File: src/rtl/i2c_seq_pkg.sv
package i2c_seq_pkg;

    typedef enum logic [2:0] {
        S_IDLE, S_WSTART, S_WADDR1, S_WADDR2, S_WSACK, S_WSDATA, S_ABORT
    } seq_state_e;

    typedef enum logic [3:0] {
        A_NONE, A_CONT, A_START, A_ADDR1, A_ADDR2,
        A_DATA, A_RECV, A_RECV_STOP, A_STOP
    } seq_act_e;

    localparam int unsigned CB_ACK   = 2;
    localparam int unsigned CB_STOP  = 4;
    localparam int unsigned CB_START = 5;
    localparam int unsigned CB_EN    = 6;
    localparam int unsigned CB_IE    = 7;

    localparam logic [7:0] ST_START    = 8'h08;
    localparam logic [7:0] ST_RSTART   = 8'h10;
    localparam logic [7:0] ST_WA_ACK   = 8'h18;
    localparam logic [7:0] ST_WA_NACK  = 8'h20;
    localparam logic [7:0] ST_WD_ACK   = 8'h28;
    localparam logic [7:0] ST_WD_NACK  = 8'h30;
    localparam logic [7:0] ST_RA_ACK   = 8'h40;
    localparam logic [7:0] ST_RA_NACK  = 8'h48;
    localparam logic [7:0] ST_RD_ACK   = 8'h50;
    localparam logic [7:0] ST_RD_NACK  = 8'h58;
    localparam logic [7:0] ST_WA2_ACK  = 8'hD0;
    localparam logic [7:0] ST_RA2_ACK  = 8'hE0;

    typedef struct packed {
        seq_act_e   act;
        seq_state_e nxt;
        logic       dec;
        logic       ack_clr;
        logic       nodev;
        logic       finish;
        logic       tmo;
    } seq_dec_t;

    function automatic logic [7:0] first_addr_byte(input logic [9:0] a,
                                                   input logic ten, input logic rd);
        if (ten) return 8'hF0 | {5'b0, a[9:8], 1'b0} | {7'b0, rd};
        return {a[6:0], rd};
    endfunction

    function automatic logic [7:0] ctrl_word(input logic ack, input logic sta,
                                             input logic sto);
        logic [7:0] w;
        w = '0;
        w[CB_EN]    = 1'b1;
        w[CB_IE]    = ~sto;
        w[CB_ACK]   = ack;
        w[CB_START] = sta;
        w[CB_STOP]  = sto;
        return w;
    endfunction

endpackage

File: src/rtl/i2c_seq_decide.sv
module i2c_seq_decide
    import i2c_seq_pkg::*;
#(
    parameter int LEN_W = 8
) (
    input  seq_state_e       state,
    input  logic             kick,
    input  logic [7:0]       status,
    input  logic             ten,
    input  logic             rd,
    input  logic             nostart,
    input  logic [LEN_W-1:0] left,
    output seq_dec_t         dec
);
    localparam logic [LEN_W-1:0] ONE = LEN_W'(1);
    localparam logic [LEN_W-1:0] TWO = LEN_W'(2);

    seq_dec_t stop_fin, wr_ack, rd_addr, to_a2;
    logic     empty;

    always_comb begin
        empty    = (left == '0);
        stop_fin = '{act: A_STOP, nxt: S_IDLE, dec: 1'b0, ack_clr: 1'b0,
                     nodev: 1'b0, finish: 1'b1, tmo: 1'b0};
        to_a2    = '{act: A_ADDR2, nxt: S_WADDR2, dec: 1'b0, ack_clr: 1'b0,
                     nodev: 1'b0, finish: 1'b0, tmo: 1'b0};
        wr_ack   = empty ? stop_fin :
                   '{act: A_DATA, nxt: S_WSACK, dec: 1'b1, ack_clr: 1'b0,
                     nodev: 1'b0, finish: 1'b0, tmo: 1'b0};
        rd_addr  = empty ? stop_fin :
                   '{act: A_CONT, nxt: S_WSDATA, dec: 1'b0, ack_clr: (left == ONE),
                     nodev: 1'b0, finish: 1'b0, tmo: 1'b0};

        dec = stop_fin;
        if (kick) begin
            if (!nostart)
                dec = '{act: A_START, nxt: S_WSTART, dec: 1'b0, ack_clr: 1'b0,
                        nodev: 1'b0, finish: 1'b0, tmo: 1'b0};
            else if (rd)
                dec = rd_addr;
            else
                dec = wr_ack;
        end else if (state == S_IDLE) begin
            dec.finish = 1'b0;
        end else if (state == S_ABORT) begin
            dec.tmo = 1'b1;
        end else begin
            case (status)
                ST_START, ST_RSTART:
                    dec = '{act: A_ADDR1, nxt: S_WADDR1, dec: 1'b0, ack_clr: 1'b0,
                            nodev: 1'b0, finish: 1'b0, tmo: 1'b0};
                ST_WA_ACK:  dec = ten ? to_a2 : wr_ack;
                ST_WA2_ACK, ST_WD_ACK: dec = wr_ack;
                ST_RA_ACK:  dec = ten ? to_a2 : rd_addr;
                ST_RA2_ACK: dec = rd_addr;
                ST_RD_ACK:
                    dec = '{act: A_RECV, nxt: S_WSDATA, dec: !empty,
                            ack_clr: (left == TWO), nodev: 1'b0, finish: 1'b0,
                            tmo: 1'b0};
                ST_RD_NACK:
                    dec = '{act: A_RECV_STOP, nxt: S_IDLE, dec: !empty, ack_clr: 1'b0,
                            nodev: 1'b0, finish: 1'b1, tmo: 1'b0};
                ST_WA_NACK, ST_WD_NACK, ST_RA_NACK:
                    dec.nodev = 1'b1;
                default: dec = stop_fin;
            endcase
        end
    end
endmodule

File: src/rtl/i2c_seq_timer.sv
module i2c_seq_timer #(
    parameter int TMO_W = 16
) (
    input  logic             clk,
    input  logic             rst,
    input  logic             run,
    input  logic             clear,
    input  logic [TMO_W-1:0] limit,
    output logic             expired
);
    logic [TMO_W-1:0] cnt_q;

    assign expired = run && (limit != '0) && (cnt_q == limit - TMO_W'(1));

    always_ff @(posedge clk) begin
        if (rst || clear || !run)
            cnt_q <= '0;
        else if (!expired)
            cnt_q <= cnt_q + TMO_W'(1);
    end
endmodule

File: src/rtl/i2c_msg_seq.sv
module i2c_msg_seq
    import i2c_seq_pkg::*;
#(
    parameter int LEN_W = 8,
    parameter int TMO_W = 16
) (
    input  logic             clk,
    input  logic             rst,
    input  logic             start,
    input  logic [9:0]       msg_addr,
    input  logic             msg_ten,
    input  logic             msg_read,
    input  logic             msg_nostart,
    input  logic [LEN_W-1:0] msg_len,
    input  logic [TMO_W-1:0] tmo_limit,
    input  logic [7:0]       wr_data,
    input  logic             wr_valid,
    output logic             wr_ready,
    output logic [7:0]       rd_data,
    output logic             rd_valid,
    input  logic             rd_ready,
    input  logic             core_flag,
    input  logic [7:0]       core_status,
    input  logic [7:0]       core_rdata,
    output logic [7:0]       core_wdata,
    output logic             core_data_we,
    output logic [7:0]       core_ctrl,
    output logic             core_ctrl_we,
    output logic             done,
    output logic             err_nodev,
    output logic             err_timeout
);
    seq_state_e       state_q;
    logic [LEN_W-1:0] left_q;
    logic             ack_q, ten_q, rd_q, nostart_q, kick_q;
    logic [7:0]       addr1_q, addr2_q;
    seq_dec_t         dec;
    logic             ev, need_wr, need_rd, fire, tmo_hit, is_stop, launch;

    i2c_seq_decide #(.LEN_W(LEN_W)) u_decide (
        .state(state_q), .kick(kick_q), .status(core_status), .ten(ten_q),
        .rd(rd_q), .nostart(nostart_q), .left(left_q), .dec(dec)
    );

    i2c_seq_timer #(.TMO_W(TMO_W)) u_timer (
        .clk(clk), .rst(rst),
        .run((state_q != S_IDLE) && (state_q != S_ABORT)),
        .clear(fire), .limit(tmo_limit), .expired(tmo_hit)
    );

    assign ev       = kick_q || (core_flag && !core_ctrl_we);
    assign need_wr  = (dec.act == A_DATA);
    assign need_rd  = (dec.act == A_RECV) || (dec.act == A_RECV_STOP);
    assign wr_ready = ev && need_wr;
    assign rd_valid = ev && need_rd;
    assign rd_data  = core_rdata;
    assign fire     = ev && !(need_wr && !wr_valid) && !(need_rd && !rd_ready);
    assign is_stop  = (dec.act == A_STOP) || (dec.act == A_RECV_STOP);
    assign launch   = start && (state_q == S_IDLE) && !kick_q;

    always_ff @(posedge clk) begin
        if (rst) begin
            state_q      <= S_IDLE;
            left_q       <= '0;
            ack_q        <= 1'b1;
            ten_q        <= 1'b0;
            rd_q         <= 1'b0;
            nostart_q    <= 1'b0;
            kick_q       <= 1'b0;
            addr1_q      <= '0;
            addr2_q      <= '0;
            core_wdata   <= '0;
            core_data_we <= 1'b0;
            core_ctrl    <= '0;
            core_ctrl_we <= 1'b0;
            done         <= 1'b0;
            err_nodev    <= 1'b0;
            err_timeout  <= 1'b0;
        end else begin
            core_ctrl_we <= 1'b0;
            core_data_we <= 1'b0;
            done         <= 1'b0;
            if (launch) begin
                left_q      <= msg_len;
                ack_q       <= 1'b1;
                ten_q       <= msg_ten;
                rd_q        <= msg_read;
                nostart_q   <= msg_nostart;
                addr1_q     <= first_addr_byte(msg_addr, msg_ten, msg_read);
                addr2_q     <= msg_addr[7:0];
                kick_q      <= 1'b1;
                err_nodev   <= 1'b0;
                err_timeout <= 1'b0;
            end else if (fire) begin
                kick_q       <= 1'b0;
                state_q      <= dec.nxt;
                if (dec.dec)     left_q <= left_q - LEN_W'(1);
                if (dec.ack_clr) ack_q  <= 1'b0;
                core_ctrl    <= ctrl_word(ack_q & ~dec.ack_clr,
                                          dec.act == A_START, is_stop);
                core_ctrl_we <= 1'b1;
                case (dec.act)
                    A_ADDR1: begin core_wdata <= addr1_q; core_data_we <= 1'b1; end
                    A_ADDR2: begin core_wdata <= addr2_q; core_data_we <= 1'b1; end
                    A_DATA:  begin core_wdata <= wr_data; core_data_we <= 1'b1; end
                    default: ;
                endcase
                done <= dec.finish;
                if (dec.nodev) err_nodev   <= 1'b1;
                if (dec.tmo)   err_timeout <= 1'b1;
            end else if (tmo_hit) begin
                state_q <= S_ABORT;
            end
        end
    end
endmodule

File: config.mk
export PLATFORM = sky130hd
export DESIGN_NAME = i2c_msg_seq
export DESIGN_NICKNAME = d
export VERILOG_FILES = /design/src/rtl/i2c_seq_pkg.sv /design/src/rtl/i2c_seq_decide.sv /design/src/rtl/i2c_seq_timer.sv /design/src/rtl/i2c_msg_seq.sv
export SDC_FILE = /design/constraint.sdc
export NUM_CORES = 1
export LEC_CHECK = 0
export ABC_AREA = 1
export BUFFER_PORTS_ARGS = -buffer_cell sky130_fd_sc_hd__clkbuf_2
export CAP_MARGIN = 20
export CORE_ASPECT_RATIO = 1.75
export CORE_MARGIN = 3
export CORE_UTILIZATION = 46
export CTS_CLUSTER_SIZE = 12
export DETAILED_ROUTE_END_ITERATION = 8
export GPL_TIMING_DRIVEN = 0
export PLACE_DENSITY = 0.76
export RECOVER_POWER = 100
export SYNTH_ARGS = -nofsm -noshare
export SYNTH_HDL_FRONTEND = slang
export SYNTH_HIERARCHICAL = 1
export SYNTH_SLANG_ARGS = --single-unit
File: constraint.sdc
create_clock -name clk -period 7.3 [get_ports clk]
set_input_delay 2.19 -clock clk [delete_from_list [all_inputs] [get_ports clk]]
set_output_delay 2.19 -clock clk [all_outputs]
set_load 0.01 [all_outputs]
==> results.toml, run 1 <==
[clock_tree]
clkSlewWorstSetupHoldPaths_ns = 0.05
numCtsBuffers = 9
post-cts-setup-buffers = 0
cts.path.max_buffers = 2
root_buffer = "clkbuf_16"
cts.sinks = 65
h-tree-depth = 3
postCtsHoldBufs = 0
cts_resized = 0
cts_tree = "built"
clk_latency_ns = 0.33

[floorplanning]
rows = 49
die_w_microns = 84.8
coreArea_sq_mm = 0.0104
dieArea_sq_mm = 0.0122
initial_utilization_pct = 48.0
pin_count = 98
die_y_microns = 144

[critical_path]
crit_family = "simple AND/OR/NAND/NOR gates"
crit_required_ns = 5.11
critical_path.max_stage_delay_ns = 0.38
cp_slowest_cell = "clkbuf_1"
endpoint_kind = "output pin"
critPathKind = "in2out"
cp_max_fo = 10
crit_buf_inv = 5
cp_cell_sequence = "clkbuf_1 -> inv_1 -> nand2_2 -> nor2_1 -> nand2_1 -> inv_1 -> nand3_1 -> nand2_1 -> nor2_1 -> nand3_1 -> nand2_1 -> nand2_1 -> nor2_1 -> clkbuf_1 -> nand2_2 -> nor2_1 -> clkbuf_2"
start_kind = "input pin"
critical_path_arrival_ns = 4.40

[sta]
setup_tns_ns = 0
min_period_over_period_pct = 90.3
finalMaxSlewViolations = 0
fin_crit_ns = 6.59
worstMarginPinSlew_ns = 0.590
holdWs_ns = 0.465
slew_headroom_pct = 60.5
setup_viol = 0
hold_violations = 0
fin_skew_ns = 0.00489
grt_setup_unrepaired = "false"
max_freq_mhz = 152

[grt]
gr-total-overflow = 0
track_usage_pct = 22.4
grt_first_pass_wirelength_mm = 22.2
first_global_vias = 4998
grt_max_degree = 12
antenna_found_initial = 0

[pwr]
vdd_drop_max_mv = 0.185
p_leak_uw = 0.00273
powerDensity_mw_per_mm2 = 208

[final_layout]
layoutNonFillerInstCount = 1045
design_area_sq_mm = 0.00576
fillCellCount = 1142
nNetsFinal = 984
syn_to_final_growth_pct = 15.2
seqCellArea_sq_mm = 0.00130
diodes = 0
multiInputGateArea_sq_mm = 0.00312
drive_above_1_share_pct = 16.8

[synth]
synthXorXnorAreaFrac_pct = 3.45
synth_top_family_by_area = "simple AND/OR/NAND/NOR gates"
synth-simple-area-share_pct = 50.4
muxShareOfSynthArea_pct = 0
synth_warnings = 6
yosysSeqAreaShare_pct = 26.0
synth_cell_types = 50
synth_compound_area_share_pct = 8.95
netlist_area_sq_mm = 0.00500
async_flop_share_pct = 0
yosys.area_share.adder_pct = 0.750
synth_ff_type = "dfxtp_1"
synthCells = 815
synth_edf_count = 0
ys_ff_latch = 65
synth.avg_cell_area_sq_um = 6.14

[placement]
place_area_sq_mm = 0.00560
dp_hpwl_mm = 11.1
place_inst = 1030
globalplace.congestion = 0.955
io_buffers = 86

[drt]
viasPerCell = 5.08
ant_nets = 0
m1WireLength_mm = 5.01
wl_per_cell_microns = 13.0
first_pass_iters = 7
route.met2.wl_mm = 7.44
drt-initial-drc-count = 108
wl_mm = 13.6
drc = 0
highest_layer = "met4"
vias = 5309
wl_met3_microns = 547

[outcome]
status = "complete, no violations"

[worst_hold_path]
hold_class = "reg2reg"

[flow_run]
drv_cap = 0
-- cells in the final DEF (no fill, tap or decap), drive strengths merged, types with 2 or more instances in the layout --
master	synthesis	layout
xor2	9	9
inv	95	95
or2	2	2
o21ai	23	23
buf	21	16
o22ai	4	4
xnor2	9	9
nand4	15	15
nand3	78	78
dfxtp	65	65
ha	3	3
nor4	2	2
clkinvlp	0	2
nor3b	2	2
nand3b	6	6
and2	2	2
a21oi	36	36
clkbuf	5	107
nor2	161	161
nand2	245	245
o211ai	4	4
conb	1	3
clkinv	0	2
nor3	17	17
-- area by class of cell --
cell class                 count  area share, %
multi-input combinational    631           54.2
sequential                    65           22.6
timing repair buffer          86           6.86
inverter                      95           6.19
clock buffer                  11           4.38
tap                          127           2.76
buffer                        26           2.58
clock inverter                 4          0.499
-- per-layer routing --
metal  vias up  global-route usage (%)
met5         -                       0
met4         0                    12.3
met3        42                    4.02
met2       135                    43.9
met1      2345                    21.6
li1       2787                       -
-- worst min-delay path, delay by kind of cell, from the launching register on --
family             cells  cell delay (ns)
AOI/OAI and AO/OA      1             0.05
DFF                    1             0.31
and+or+nand+nor        1             0.06
-- Yosys cell counts, drive strengths merged (2+ instances only) --
master	n	area (sq um)
a21oi	36	191
and2	2	12.5
buf	21	145
clkbuf	5	18.8
dfxtp	65	1300
ha	3	37.5
inv	95	357
nand2	245	1020
nand3	78	430
nand3b	6	45.0
nand4	15	109
nor2	161	768
nor3	17	85.1
nor3b	2	15.0
nor4	2	12.5
o211ai	4	30.0
o21ai	23	123
o22ai	4	31.3
or2	2	12.5
xnor2	9	86.3
xor2	9	86.3
-- final timing paths --
kind	cells after the start	start	slack, ns	to
max reg2reg	17	state_q[0]	3.79	u_timer/cnt_q[6]
min reg2reg	2	core_ctrl[4]	0.47	core_ctrl[4]
max	17	core_status[5]	0.71	wr_ready
min	2	core_ctrl[4]	0.47	core_ctrl[4]
-- registers in the layout (all words and copies together), names as in the netlist, 3 cells and up --
| signal | flops |
|---|---|
| state_q | 3 |
| core_wdata | 8 |
| addr2_q | 8 |
| core_ctrl | 5 |
| left_q | 8 |
| u_timer/cnt_q | 16 |
| addr1_q | 8 |
-- report_power, final --
group          switching (uW)  total [uW]  internal [uW]
Clock                     156         402            246
Sequential               33.3         428            395
Combinational             248         371            122
-- cells by family (layout without fill, tap and decap cells) --
kind of cell / count (synthesis) / after routing
AND/OR/NAND/NOR: 531 / 531
buffers and inverters: 121 / 222
AO/OA/AOI/OAI: 76 / 76
flip-flops: 65 / 65
XOR/XNOR: 18 / 18
adder cells (fa/ha/maj): 3 / 3
other: 1 / 3
-- through the flow --
stage / setup slack [ns] / power, uW / utilization [%]
after floorplan: 1.49 / 705 / -
after CTS: 1.04 / 1220 / 56.4
after global routing: 0.422 / 1280 / 55.3
final: 0.708 / 1200 / 55.3
after detailed placement: 1.05 / 812 / 53.7
after global placement: 1.06 / 807 / 53.7
(Power assumes the default switching activity.)
==> run 2, diff against run 1 <==
--- a/config.mk
+++ b/config.mk
@@ -8,13 +8,11 @@
 export ABC_AREA = 1
 export BUFFER_PORTS_ARGS = -buffer_cell sky130_fd_sc_hd__clkbuf_2
 export CAP_MARGIN = 20
-export CORE_ASPECT_RATIO = 1.75
 export CORE_MARGIN = 3
-export CORE_UTILIZATION = 46
+export CORE_UTILIZATION = 23
 export CTS_CLUSTER_SIZE = 12
 export DETAILED_ROUTE_END_ITERATION = 8
-export GPL_TIMING_DRIVEN = 0
-export PLACE_DENSITY = 0.76
+export PLACE_DENSITY = 0.48
 export RECOVER_POWER = 100
 export SYNTH_ARGS = -nofsm -noshare
 export SYNTH_HDL_FRONTEND = slang
==> results.toml, run 2 (synthesized netlist as in run 1, its figures left out) <==
[floorplanning]
die_w_microns = 153
rows = 53
pin_count = 98
initial_utilization_pct = 23.6
die_y_microns = 153
dieArea_sq_mm = 0.0236
coreArea_sq_mm = 0.0212

[drt]
drt-initial-drc-count = 289
drc = 0
viasPerCell = 4.38
wl_per_cell_microns = 12.2
wl_mm = 14.2
ant_nets = 0
first_pass_iters = 4
vias = 5099

[grt]
grt_max_degree = 38
track_usage_pct = 12.0
first_global_vias = 4833
grt_first_pass_wirelength_mm = 23.4
gr-total-overflow = 0
antenna_found_initial = 0

[critical_path]
endpoint_kind = "output pin"
crit_path_frequent_cell = "nand2_1"
cp_cell_sequence = "clkbuf_1 -> inv_2 -> nand2_2 -> nor2_1 -> nand2_1 -> nand2_1 -> nor2_1 -> a21oi_1 -> nand2_1 -> nand2_1 -> inv_1 -> nor2_2 -> buf_4 -> nand2_1 -> nor2_1 -> clkbuf_1"
cp_slowest_cell = "nand2_1"
critical_path_arrival_ns = 4.28
critical_path.max_stage_delay_ns = 0.21
start_kind = "input pin"
critPathKind = "in2out"
crit_buf_inv = 5
cp_max_fo = 11
crit_required_ns = 5.11
crit_family = "simple AND/OR/NAND/NOR gates"

[sta]
fin_ws_ns = 0.831
fin_skew_ns = 0.00733
hold_violations = 0
slew_headroom_pct = -0.830
grt_setup_unrepaired = "false"
min_period_over_period_pct = 88.6
finalMaxSlewViolations = 38
worstMarginPinSlew_ns = 1.51
setup_tns_ns = 0
max_freq_mhz = 155
setup_viol = 0
fin_crit_ns = 6.47

[clock_tree]
clkSlewWorstSetupHoldPaths_ns = 0.05
postCtsHoldBufs = 0
numCtsBuffers = 9
cts.path.max_buffers = 2
cts_tree = "built"
cts_resized = 0
h-tree-depth = 3
clk_latency_ns = 0.34
post-cts-setup-buffers = 0
root_buffer = "clkbuf_16"
cts.sinks = 65

[placement]
globalplace.congestion = 0.846
io_buffers = 78
dp_hpwl_mm = 11.4
preCtsSetupSlack_ns = 1.06

[pwr]
p_leak_uw = 0.00266
vdd_drop_max_mv = 0.108
powerDensity_mw_per_mm2 = 219

[final_layout]
largest_reg_flops = 16
fillCellCount = 2441
final_cell_mix = "nand2_1 (225), nor2_1 (137), inv_1 (87)"
syn_to_final_growth_pct = 16.9
diodes = 0
multiInputGateArea_sq_mm = 0.00312
seqCellArea_sq_mm = 0.00130
top_register = "u_timer/cnt_q"
final_common_cell = "nand2_1"
drive_above_1_share_pct = 15.6
nNetsFinal = 954

[outcome]
status = "finished, violations left"
failed_checks = "capacitance limit, slew limit"

[worst_hold_path]
hold_class = "reg2reg"

[flow_run]
drv_cap = 2
==> run 2: area by class of cell <==
class | instances | share of cell area (%)
Multi-Input combinational cell | 631 | 53.3
Sequential cell | 65 | 22.2
Timing Repair Buffer | 82 | 6.55
Inverter | 95 | 6.10
Tap cell | 275 | 5.88
Clock buffer | 9 | 3.85
Clock inverter | 7 | 2.03
==> run 2: worst reg2reg max path: cells and delay by family, from the launching register on <==
kind,cells,cell delay (ns)
buf+inv,2,1.33
simple gates,2,1.56
flops,1,0.39
compound gates,1,0.22
==> run 2: power by group <==
group / internal (uW) / switching (uW) / total [uW]
Sequential: 395 / 32.1 / 427
Combinational: 116 / 243 / 360
Clock: 333 / 164 / 497
==> run 2: metrics by stage <==
stage | hold WS (ns) | std cells | power [uW] | area (sq um) | util (%)
2_1_floorplan | 0.446 | 817 | 705 | 5010 | -
3_3_place_gp | 0.458 | 1148 | 810 | 5610 | 26.4
3_5_place_dp | 0.459 | 1148 | 808 | 5610 | 26.4
4_1_cts | 0.468 | 1164 | 1320 | 5950 | 28.1
5_1_grt | 0.483 | 1164 | 1370 | 5850 | 27.6
6_report | 0.467 | 1164 | 1280 | 5850 | 27.6
==> run 2: layer usage <==
| metal | routed length, microns | part of all wire, % | track usage, % |
|---|---|---|---|
| met1 | 6810 | 48 | 15.7 |
| met2 | 6750 | 47 | 20.6 |
| met3 | 556 | 3.9 | 2.29 |
| met4 | 125 | 0.88 | 2.57 |
| met5 | 0 | 0 | 0 |
==> run 2: path summary, 6_finish.rpt <==
kind	start	end	slack, ns	depth (start not counted)
max	core_status[5]	wr_ready	0.83	16
min	err_timeout	err_timeout	0.47	2
max reg2reg	kick_q	addr1_q[5]	3.73	5
min reg2reg	err_timeout	err_timeout	0.47	2
==> run 3, diff against run 2 <==
--- a/config.mk
+++ b/config.mk
@@ -12,6 +12,7 @@
 export CORE_UTILIZATION = 23
 export CTS_CLUSTER_SIZE = 12
 export DETAILED_ROUTE_END_ITERATION = 8
+export HOLD_SLACK_MARGIN = 0.1
 export PLACE_DENSITY = 0.48
 export RECOVER_POWER = 100
 export SYNTH_ARGS = -nofsm -noshare
==> constraint.sdc (replaced) <==
create_clock -name clk -period 7.6 [get_ports clk]
set_input_delay 0.76 -clock clk [delete_from_list [all_inputs] [get_ports clk]]
set_output_delay 0.76 -clock clk [all_outputs]
set_load 0.01 [all_outputs]
==> results.toml, run 3 (synthesized netlist as in run 1, its figures left out) <==
[outcome]
status = "finished, violations left"
failed_checks = "capacitance limit, slew limit"

[floorplanning]
die_w_microns = 153
die_y_microns = 153
dieArea_sq_mm = 0.0236
pin_count = 98
initial_utilization_pct = 23.6
coreArea_sq_mm = 0.0212
rows = 53

[pwr]
combPwrFrac_pct = 29.4
clock_power_share_pct = 35.6
p_int_uw = 753
p_leak_uw = 0.00263
power_switching_uw = 420
powerDensity_mw_per_mm2 = 203
vdd_drop_max_mv = 0.106
swShare_pct = 35.8
p_seq_share_pct = 35.0

[drt]
drt-initial-drc-count = 306
ant_nets = 0
wl_mm = 14.4
viasPerCell = 4.37
first_pass_iters = 5
drc = 0
wl_per_cell_microns = 12.4
vias = 5078

[sta]
min_period_over_period_pct = 54.4
slew_headroom_pct = -8.37
fin_crit_ns = 4.14
fin_ws_ns = 3.46
hold_violations = 0
finalMaxSlewViolations = 38
setup_viol = 0
fin_skew_ns = 0.00784
grt_setup_unrepaired = "false"
max_freq_mhz = 242
setup_tns_ns = 0
worstMarginPinSlew_ns = 1.62

[clock_tree]
postCtsHoldBufs = 0
cts.path.max_buffers = 2
root_buffer = "clkbuf_16"
h-tree-depth = 3
cts_resized = 0
cts_tree = "built"
clkSlewWorstSetupHoldPaths_ns = 0.06
cts.sinks = 65
post-cts-setup-buffers = 0
numCtsBuffers = 9
clk_latency_ns = 0.33

[final_layout]
largest_reg_flops = 16
fillCellCount = 2426
top_register = "u_timer/cnt_q"
nNetsFinal = 952
final_cell_mix = "nand2_1 (224), nor2_1 (138), inv_1 (87)"
syn_to_final_growth_pct = 15.6
multiInputGateArea_sq_mm = 0.00312
diodes = 0
drive_above_1_share_pct = 15.2
seqCellArea_sq_mm = 0.00130
final_common_cell = "nand2_1"

[flow_run]
drv_cap = 1

[placement]
dp_hpwl_mm = 11.4
globalplace.congestion = 0.848
io_buffers = 78
preCtsSetupSlack_ns = 3.95

[grt]
first_global_vias = 4861
grt_max_degree = 38
track_usage_pct = 12.3
gr-total-overflow = 0
grt_first_pass_wirelength_mm = 23.8
antenna_found_initial = 0

[critical_path]
start_kind = "input pin"
crit_required_ns = 6.84
critPathKind = "in2out"
cp_max_fo = 11
endpoint_kind = "output pin"
critical_path_arrival_ns = 3.38

[worst_hold_path]
hold_class = "reg2reg"
-- run 3: cell count changes in the layout (fill, tap and decap cells not counted), sizes merged --
cell / before / now
clkbuf: 89 / 93
buf: 2 / 0
clkinvlp: 2 / 0
bufinv: 3 / 1
-- run 3: per-layer routing --
layer	up-vias	GRT usage [%]	routed length, microns
met1	2244	16.0	6960
met2	101	20.8	6750
met4	0	3.41	145
li1	2721	-	-
met5	-	0	0
met3	12	2.15	572
-- run 3: worst paths after layout --
kind,start,to,slack [ns],cells after the start
worst max register to register,state_q[0],u_timer/cnt_q[15],3.78,16
worst max-delay path,core_status[6],wr_ready,3.46,14
worst min-delay path,addr2_q[1],addr2_q[1],0.47,2
worst min register to register,addr2_q[1],addr2_q[1],0.47,2
-- run 3: power by group through the flow --
stage	logic, uW	registers (uW)	clock network [uW]
final	345	411	417
after global routing	400	416	447
after CTS	357	411	430
after detailed placement	355	418	0
after global placement	356	418	0
after floorplan	265	412	0
-- run 3: worst max-delay path: stages --
cell and delay (ns):
clkbuf_1 0.17, nand2_1 0.10, nor2_1 0.17, nand2_1 0.11, nand3_1 0.09, nor2_1 0.09
a21oi_1 0.17, nand2_1 0.08, nand2_1 0.13, inv_1 0.09, nor2_1 0.59, nand2_1 0.37
nor2_1 0.27, clkbuf_1 0.18
-- run 3: final cells by class --
type / instances / share of cell area [%]
Inverter: 95 / 6.17
Clock inverter: 3 / 0.692
Timing Repair Buffer: 80 / 6.40
Multi-Input combinational cell: 631 / 54.0
Clock buffer: 13 / 4.33
Sequential cell: 65 / 22.5
Tap cell: 275 / 5.95
-- run 3: through the flow --
step	power (uW)	instance area, sq um	util [%]	instances	hold WS [ns]
2_1_floorplan	677	5010	-	817	0.446
3_3_place_gp	774	5600	26.4	1146	0.455
3_5_place_dp	773	5600	26.4	1146	0.457
4_1_cts	1200	5890	27.7	1162	0.466
5_1_grt	1260	5780	27.3	1162	0.486
6_report	1170	5780	27.3	1162	0.466
